[config.mk]
export PLATFORM = sky130hd
export DESIGN_NAME = tx_status_reg
export DESIGN_NICKNAME = d
export VERILOG_FILES = /design/src/rtl/tsr_pkg.sv /design/src/rtl/tsr_link_sync.sv /design/src/rtl/tsr_flag_core.sv /design/src/rtl/tx_status_reg.sv
export SDC_FILE = /design/constraint.sdc
export NUM_CORES = 1
export LEC_CHECK = 0
export BUFFER_PORTS_ARGS = -buffer_cell sky130_fd_sc_hd__clkbuf_2
export CAP_MARGIN = 20
export CORE_UTILIZATION = 44
export CTS_CLUSTER_DIAMETER = 200
export DETAILED_ROUTE_END_ITERATION = 10
export GPL_TIMING_DRIVEN = 0
export PLACE_DENSITY_LB_ADDON = 0.3
export SYNTH_ARGS = -nofsm -noshare
export SYNTH_HDL_FRONTEND = slang
export SYNTH_HIERARCHICAL = 1
export SYNTH_SLANG_ARGS = --single-unit
[constraint.sdc]
create_clock -name clk -period 1.14 [get_ports clk]
set_clock_uncertainty 0.15 [all_clocks]
set_input_delay 0.171 -clock clk [delete_from_list [all_inputs] [get_ports clk]]
set_output_delay 0.171 -clock clk [all_outputs]
set_load 0.05 [all_outputs]
[src/rtl/tsr_pkg.sv]
package tsr_pkg;

    localparam int STAT_W = 16;

    // Bit positions inside the status word
    localparam int B_UNDERRUN = 15;
    localparam int B_LINK     = 14;
    localparam int B_CROLL    = 12;
    localparam int B_EXCDEF   = 11;
    localparam int B_LATECOL  = 9;
    localparam int B_DEFER    = 7;
    localparam int B_BCAST    = 6;
    localparam int B_SQE      = 5;
    localparam int B_COL16    = 4;
    localparam int B_MCAST    = 3;
    localparam int B_MULTI    = 2;
    localparam int B_SINGLE   = 1;
    localparam int B_TXOK     = 0;

    typedef struct packed {
        logic underrun;
        logic ctr_roll;
        logic exc_defer;
        logic late_col;
        logic defer;
        logic bcast;
        logic sqe;
        logic col16;
        logic mcast;
        logic multi_col;
        logic single_col;
        logic tx_ok;
    } flags_t;

    typedef struct packed {
        logic frame_start;
        logic is_bcast;
        logic is_mcast;
        logic underrun;
        logic late_col;
        logic defer;
        logic exc_defer;
        logic col16;
        logic single_col;
        logic multi_col;
        logic tx_ok;
        logic pkt_done;
        logic ctr_max;
    } tx_evt_t;

    function automatic logic [STAT_W-1:0] pack_word(flags_t f, logic link);
        logic [STAT_W-1:0] w;
        w             = '0;
        w[B_UNDERRUN] = f.underrun;
        w[B_LINK]     = link;
        w[B_CROLL]    = f.ctr_roll;
        w[B_EXCDEF]   = f.exc_defer;
        w[B_LATECOL]  = f.late_col;
        w[B_DEFER]    = f.defer;
        w[B_BCAST]    = f.bcast;
        w[B_SQE]      = f.sqe;
        w[B_COL16]    = f.col16;
        w[B_MCAST]    = f.mcast;
        w[B_MULTI]    = f.multi_col;
        w[B_SINGLE]   = f.single_col;
        w[B_TXOK]     = f.tx_ok;
        return w;
    endfunction

endpackage

[src/rtl/tsr_link_sync.sv]
module tsr_link_sync #(
    parameter int STAGES = 2
) (
    input  logic clk,
    input  logic rst_n,
    input  logic link_n_i,
    output logic link_ok_o,
    output logic link_chg_o
);
    localparam int LAST = STAGES - 1;

    logic [STAGES-1:0] chain_d, chain_q;
    logic              prev_d, prev_q;

    generate
        for (genvar i = 0; i < STAGES; i++) begin : g_stage
            if (i == 0) begin : g_first
                assign chain_d[i] = ~link_n_i;
            end else begin : g_next
                assign chain_d[i] = chain_q[i-1];
            end
        end
    endgenerate

    always_comb begin
        prev_d = chain_q[LAST];
    end

    always_ff @(posedge clk) begin
        if (!rst_n) begin
            chain_q <= '0;
            prev_q  <= 1'b0;
        end else begin
            chain_q <= chain_d;
            prev_q  <= prev_d;
        end
    end

    assign link_ok_o  = chain_q[LAST];
    assign link_chg_o = chain_q[LAST] ^ prev_q;

endmodule

[src/rtl/tsr_flag_core.sv]
module tsr_flag_core
    import tsr_pkg::*;
(
    input  logic    clk,
    input  logic    rst_n,
    input  tx_evt_t evt_i,
    input  logic    early_tx_en_i,
    input  logic    fdx_sw_i,
    input  logic    stop_on_sqe_i,
    input  logic    txen_set_i,
    input  logic    ctr_read_i,
    output flags_t  flags_o,
    output flags_t  snap_flags_o,
    output logic    snap_we_o,
    output logic    txen_clr_o,
    output logic    eph_irq_o
);
    typedef struct packed {
        flags_t flags;
        flags_t snap;
        logic   snap_we;
        logic   txen_clr;
        logic   eph_irq;
    } core_st_t;

    core_st_t st_d, st_q;

    always_comb begin
        flags_t f;
        logic   ur_set;
        logic   sqe_set;
        logic   sqe_stop;

        st_d = st_q;
        f    = st_q.flags;

        ur_set   = evt_i.underrun & early_tx_en_i;
        sqe_set  = evt_i.pkt_done & ~fdx_sw_i;
        sqe_stop = sqe_set & stop_on_sqe_i;

        // Clears: re-enable of transmit
        if (txen_set_i) begin
            f.underrun = 1'b0;
            f.late_col = 1'b0;
            f.sqe      = 1'b0;
            f.col16    = 1'b0;
        end
        // Clear: counter register read
        if (ctr_read_i) begin
            f.ctr_roll = 1'b0;
        end
        // Frame start: type flags load, outcome flags clear
        if (evt_i.frame_start) begin
            f.bcast      = evt_i.is_bcast;
            f.mcast      = evt_i.is_mcast;
            f.multi_col  = 1'b0;
            f.single_col = 1'b0;
            f.tx_ok      = 1'b0;
        end

        // Sets, applied last so they win over any clear
        if (ur_set)              f.underrun   = 1'b1;
        if (evt_i.late_col)      f.late_col   = 1'b1;
        if (evt_i.exc_defer)     f.exc_defer  = 1'b1;
        if (evt_i.defer)         f.defer      = 1'b1;
        if (evt_i.col16)         f.col16      = 1'b1;
        if (evt_i.single_col)    f.single_col = 1'b1;
        if (evt_i.multi_col)     f.multi_col  = 1'b1;
        if (evt_i.tx_ok)         f.tx_ok      = 1'b1;
        if (evt_i.ctr_max)       f.ctr_roll   = 1'b1;
        if (sqe_set)             f.sqe        = 1'b1;

        // Snapshot before the end-of-packet clears
        if (evt_i.pkt_done) begin
            st_d.snap = f;
        end
        st_d.snap_we = evt_i.pkt_done;

        // End-of-packet clears, unless set this same cycle
        if (evt_i.pkt_done) begin
            if (!evt_i.defer)     f.defer     = 1'b0;
            if (!evt_i.exc_defer) f.exc_defer = 1'b0;
        end

        st_d.flags    = f;
        st_d.txen_clr = ur_set | evt_i.late_col | evt_i.col16 | sqe_stop;
        st_d.eph_irq  = sqe_stop;
    end

    always_ff @(posedge clk) begin
        if (!rst_n) begin
            st_q <= '0;
        end else begin
            st_q <= st_d;
        end
    end

    assign flags_o      = st_q.flags;
    assign snap_flags_o = st_q.snap;
    assign snap_we_o    = st_q.snap_we;
    assign txen_clr_o   = st_q.txen_clr;
    assign eph_irq_o    = st_q.eph_irq;

endmodule

[src/rtl/tx_status_reg.sv]
module tx_status_reg
    import tsr_pkg::*;
#(
    parameter int SYNC_STAGES = 2
) (
    input  logic              clk,
    input  logic              rst_n,
    input  logic              link_n,
    input  logic              early_tx_en,
    input  logic              fdx_sw,
    input  logic              stop_on_sqe,
    input  logic              txen_set,
    input  logic              ctr_read,
    input  logic              frame_start,
    input  logic              frame_bcast,
    input  logic              frame_mcast,
    input  logic              ev_underrun,
    input  logic              ev_late_col,
    input  logic              ev_defer,
    input  logic              ev_exc_defer,
    input  logic              ev_col16,
    input  logic              ev_single_col,
    input  logic              ev_multi_col,
    input  logic              ev_tx_ok,
    input  logic              ev_pkt_done,
    input  logic              ctr_max,
    output logic [STAT_W-1:0] status_word,
    output logic              link_irq,
    output logic              txen_clr_req,
    output logic              eph_irq,
    output logic              snap_we,
    output logic [STAT_W-1:0] snap_word
);
    tx_evt_t evt;
    flags_t  flags;
    flags_t  snap_flags;
    logic    link_ok;
    logic    snap_link_d, snap_link_q;

    always_comb begin
        evt             = '0;
        evt.frame_start = frame_start;
        evt.is_bcast    = frame_bcast;
        evt.is_mcast    = frame_mcast;
        evt.underrun    = ev_underrun;
        evt.late_col    = ev_late_col;
        evt.defer       = ev_defer;
        evt.exc_defer   = ev_exc_defer;
        evt.col16       = ev_col16;
        evt.single_col  = ev_single_col;
        evt.multi_col   = ev_multi_col;
        evt.tx_ok       = ev_tx_ok;
        evt.pkt_done    = ev_pkt_done;
        evt.ctr_max     = ctr_max;
    end

    tsr_link_sync #(
        .STAGES (SYNC_STAGES)
    ) u_link (
        .clk        (clk),
        .rst_n      (rst_n),
        .link_n_i   (link_n),
        .link_ok_o  (link_ok),
        .link_chg_o (link_irq)
    );

    tsr_flag_core u_core (
        .clk           (clk),
        .rst_n         (rst_n),
        .evt_i         (evt),
        .early_tx_en_i (early_tx_en),
        .fdx_sw_i      (fdx_sw),
        .stop_on_sqe_i (stop_on_sqe),
        .txen_set_i    (txen_set),
        .ctr_read_i    (ctr_read),
        .flags_o       (flags),
        .snap_flags_o  (snap_flags),
        .snap_we_o     (snap_we),
        .txen_clr_o    (txen_clr_req),
        .eph_irq_o     (eph_irq)
    );

    always_comb begin
        snap_link_d = ev_pkt_done ? link_ok : snap_link_q;
    end

    always_ff @(posedge clk) begin
        if (!rst_n) begin
            snap_link_q <= 1'b0;
        end else begin
            snap_link_q <= snap_link_d;
        end
    end

    assign status_word = pack_word(flags, link_ok);
    assign snap_word   = pack_word(snap_flags, snap_link_q);

endmodule

==> impl_results.rst <==
.. list-table::
   :header-rows: 1

   * - Metric
     - Value
   * - Leakage power
     - 0.974 nW
   * - Number of synthesis warnings
     - 6
   * - Via count
     - 1116
   * - Initial DRT Pass Iterations
     - 4
   * - Clock latency at the later pin of the worst-skew pair
     - 0.33 ns
   * - Critical-path cell with the highest stage delay
     - sky130_fd_sc_hd__dfxtp_4
   * - Combined global-route utilization of all metal layers
     - 25.0%
   * - Share of the clock period used by the worst path after layout
     - 119%
   * - Num CTS Buffers
     - 5
   * - Syn Inst Count
     - 111
   * - Number of vias per cell after detailed routing
     - 5.00
   * - CP startpoint kind
     - register
   * - Starting density of the core
     - 46.1%
   * - Fin worst setup slack
     - -0.219 ns
   * - Number of antenna cells inserted
     - 0
   * - Number of unique standard cell types used by synthesis
     - 24
   * - Tmin final
     - 1.36 ns
   * - CTS clk-pin slew, worst paths
     - 0.09 ns
   * - Violated checks
     - setup timing
   * - Kind of path behind the tightest hold check
     - input port to register
   * - Post-route core utilization
     - 87.3%
   * - Routed WL
     - 3550 um
   * - Global-route wire length before repair
     - 4770 um
   * - Number of remaining DRC errors
     - 0
   * - Worst IR drop on VDD
     - 1110 uV
   * - Post-place instance area
     - 1460 um2
   * - Cell area after layout
     - 2140 um2
   * - Vias in the first global route
     - 1034
   * - Result of the run
     - finished, violations left
   * - Post-synthesis instance area
     - 1130 um2
   * - H-tree levels
     - 2
   * - Area taken by flip-flops and latches
     - 661 um2
   * - Most frequent standard cell in the layout excluding fill and tap cells
     - sky130_fd_sc_hd__dfxtp_2
   * - CP max stage delay
     - 0.38 ns
   * - Number of placed I/O pins
     - 57
   * - Mean cell area of the mapped netlist
     - 10.2 um2
   * - Weighted congestion reported at the end of routability-driven placement
     - 0.709
   * - CP endpoint kind
     - output port
   * - Die area
     - 2780 um2
   * - Unrepaired setup endpoints after global routing
     - yes
   * - CTS sink cnt
     - 31
   * - Sequential share of the synthesized area
     - 54.8%
   * - CP Data Arrival Time
     - 1.04 ns
   * - Die Y-Extent
     - 52.7 um
   * - Buffers added on ports
     - 50
   * - Crit-path cells
     - xor2_4 -> buf_8
   * - Final max-slew violation count
     - 0
   * - Data required time of the worst path
     - 0.82 ns
   * - Clock Path Buffers
     - 2
   * - Largest fanout of any net on the critical path
     - 4
   * - Layout cell share with drive strength beyond 1
     - 53.9%
   * - Per-cell routed wire length
     - 15.9 um
   * - Post-detailed-route count of antenna-violating nets
     - 0
   * - Power per cell area
     - 1280 nW/um2
   * - Area of combinational cells with multiple inputs
     - 433 um2
   * - Antenna violations before repair
     - 0
   * - Aggregate global routing overflow
     - 0
   * - Sum of buffers and inverters on the critical path
     - 1
   * - Filler cell count
     - 122
   * - Core area
     - 2450 um2
   * - Kind of critical path
     - register to output port
   * - Standard-cell rows
     - 18
   * - CTS tree
     - built
   * - Final number of setup-violating endpoints
     - 29
   * - Endpoints failing hold
     - 0
   * - Final HPWL from detailed placement
     - 1830 um
   * - Commonest cells after routing, fill and taps aside
     - sky130_fd_sc_hd__dfxtp_2 (29), sky130_fd_sc_hd__buf_8 (21), sky130_fd_sc_hd__clkbuf_2 (20)
   * - Horizontal die dimension
     - 52.7 um
   * - Total power
     - 2.75 mW
   * - Layout net count
     - 213
   * - Buffer type at the clock tree root
     - sky130_fd_sc_hd__clkbuf_4
   * - Largest net degree at the start of global routing
     - 11
   * - Area grow syn2layout
     - 89.2%
   * - Cell type group with the largest total delay on the critical path
     - flip-flops
   * - Flip-flop and latch count after synthesis
     - 31
   * - Number of violations reported at the end of detailed-routing iteration 0
     - 19
   * - # Max-Cap Violations
     - 0
   * - Setup TNS
     - -0.821 ns
   * - Maximum clock frequency
     - 736 MHz
==> report_power, final <==
part / total [mW] / internal [mW] / leakage, nW / switching, mW
registers: 1.23 / 1.16 / 0.266 / 0.0627
clock network: 0.724 / 0.363 / 0.0386 / 0.362
logic: 0.795 / 0.361 / 0.669 / 0.434
total: 2.75 / 1.89 / 0.974 / 0.858
==> worst register-to-register path: cells and delay by family (launching register included) <==
family                 cells  cell delay (ns)
buffers and inverters      1             0.13
flip-flops                 1             0.34
AND/OR/NAND/NOR            1             0.15
AO/OA/AOI/OAI              1             0.16
==> state kept, by name, summed over array words and instances, names as in the netlist <==
name,count
u_link/prev_q,1
snap_link_q,1
u_core/flags_o,12
u_link/chain_q,2
u_core/snap_we_o,1
u_core/txen_clr_o,1
u_core/snap_flags_o,12
u_core/eph_irq_o,1
==> per-stage QoR <==
stage,worst slack (ns),instances,hold WS (ns)
after detailed placement,-0.0657,196,0.182
after CTS,-0.253,221,0.0139
after global routing,-0.272,223,0.0538
final,-0.219,223,0.0622
after floorplan,0.0135,116,0.0926
after global placement,-0.0625,196,0.176
==> Yosys cell counts, drive strengths merged <==
| master | n | area share (%) |
|---|---|---|
| o31a | 3 | 2.3 |
| a31oi | 5 | 2.8 |
| nand2 | 1 | 0.33 |
| mux2i | 3 | 2.7 |
| a21oi | 9 | 4.0 |
| xor2 | 1 | 0.77 |
| buf | 12 | 8.6 |
| conb | 1 | 0.33 |
| and2b | 2 | 1.3 |
| clkinv | 1 | 0.33 |
| nand2b | 6 | 3.3 |
| dfxtp | 31 | 55 |
| nor2b | 5 | 2.8 |
| and2 | 2 | 1.2 |
| nor2 | 5 | 1.7 |
| inv | 4 | 1.3 |
| a211oi | 1 | 0.66 |
| o21a | 8 | 5.3 |
| o21bai | 1 | 0.66 |
| and4b | 1 | 0.88 |
| o21ai | 9 | 4.0 |
==> final timing paths <==
path | start | endpoint | slack (ns) | cells past startpoint
setup reg to reg | u_core/flags_o[9]$_SDFF_PN0_ | u_core/flags_o[9]$_SDFF_PN0_ | 0.12 | 3
hold / removal | txen_set | u_core/flags_o[5]$_SDFF_PN0_ | 0.06 | 3
setup / recovery | u_link/chain_q[1]$_SDFF_PN0_ | link_irq | -0.22 | 2
hold reg to reg | u_link/chain_q[0]$_SDFF_PN0_ | u_link/chain_q[1]$_SDFF_PN0_ | 0.30 | 1
==> metal layers <==
layer | global-route usage, % | part of all wire (%)
met5 | 0 | 0
met3 | 7.54 | 3.9
met2 | 41.8 | 52
met4 | 11.4 | 1.7
met1 | 29.0 | 43
==> area by class of cell <==
type | count | share of cell area [%]
Multi-Input combinational cell | 68 | 20.2
Inverter | 5 | 0.876
Sequential cell | 31 | 30.8
Timing Repair Buffer | 70 | 38.9
Tap cell | 30 | 1.75
Buffer | 11 | 4.21
Clock buffer | 8 | 3.21
==> logic make-up (layout without fill, tap and decap cells) <==
group           after synthesis  in the layout  synth area share, %
compound gates               36             36                 19.7
flops                        31             31                 54.8
xor+xnor                      1              1                0.774
buf+inv                      17             94                 10.3
simple gates                 22             22                 11.5
other cells                   1              6                0.331
mux                           3              3                 2.65
==> what timing repair did <==
action,4_1_cts,5_1_grt
endpoints found under the setup margin,30,30
hold endpoints to repair,28,0
resized for setup,97,21
hold buffers,17,0
buffers inserted,1,2
No activity file was read; power rests on OpenSTA's default activity.
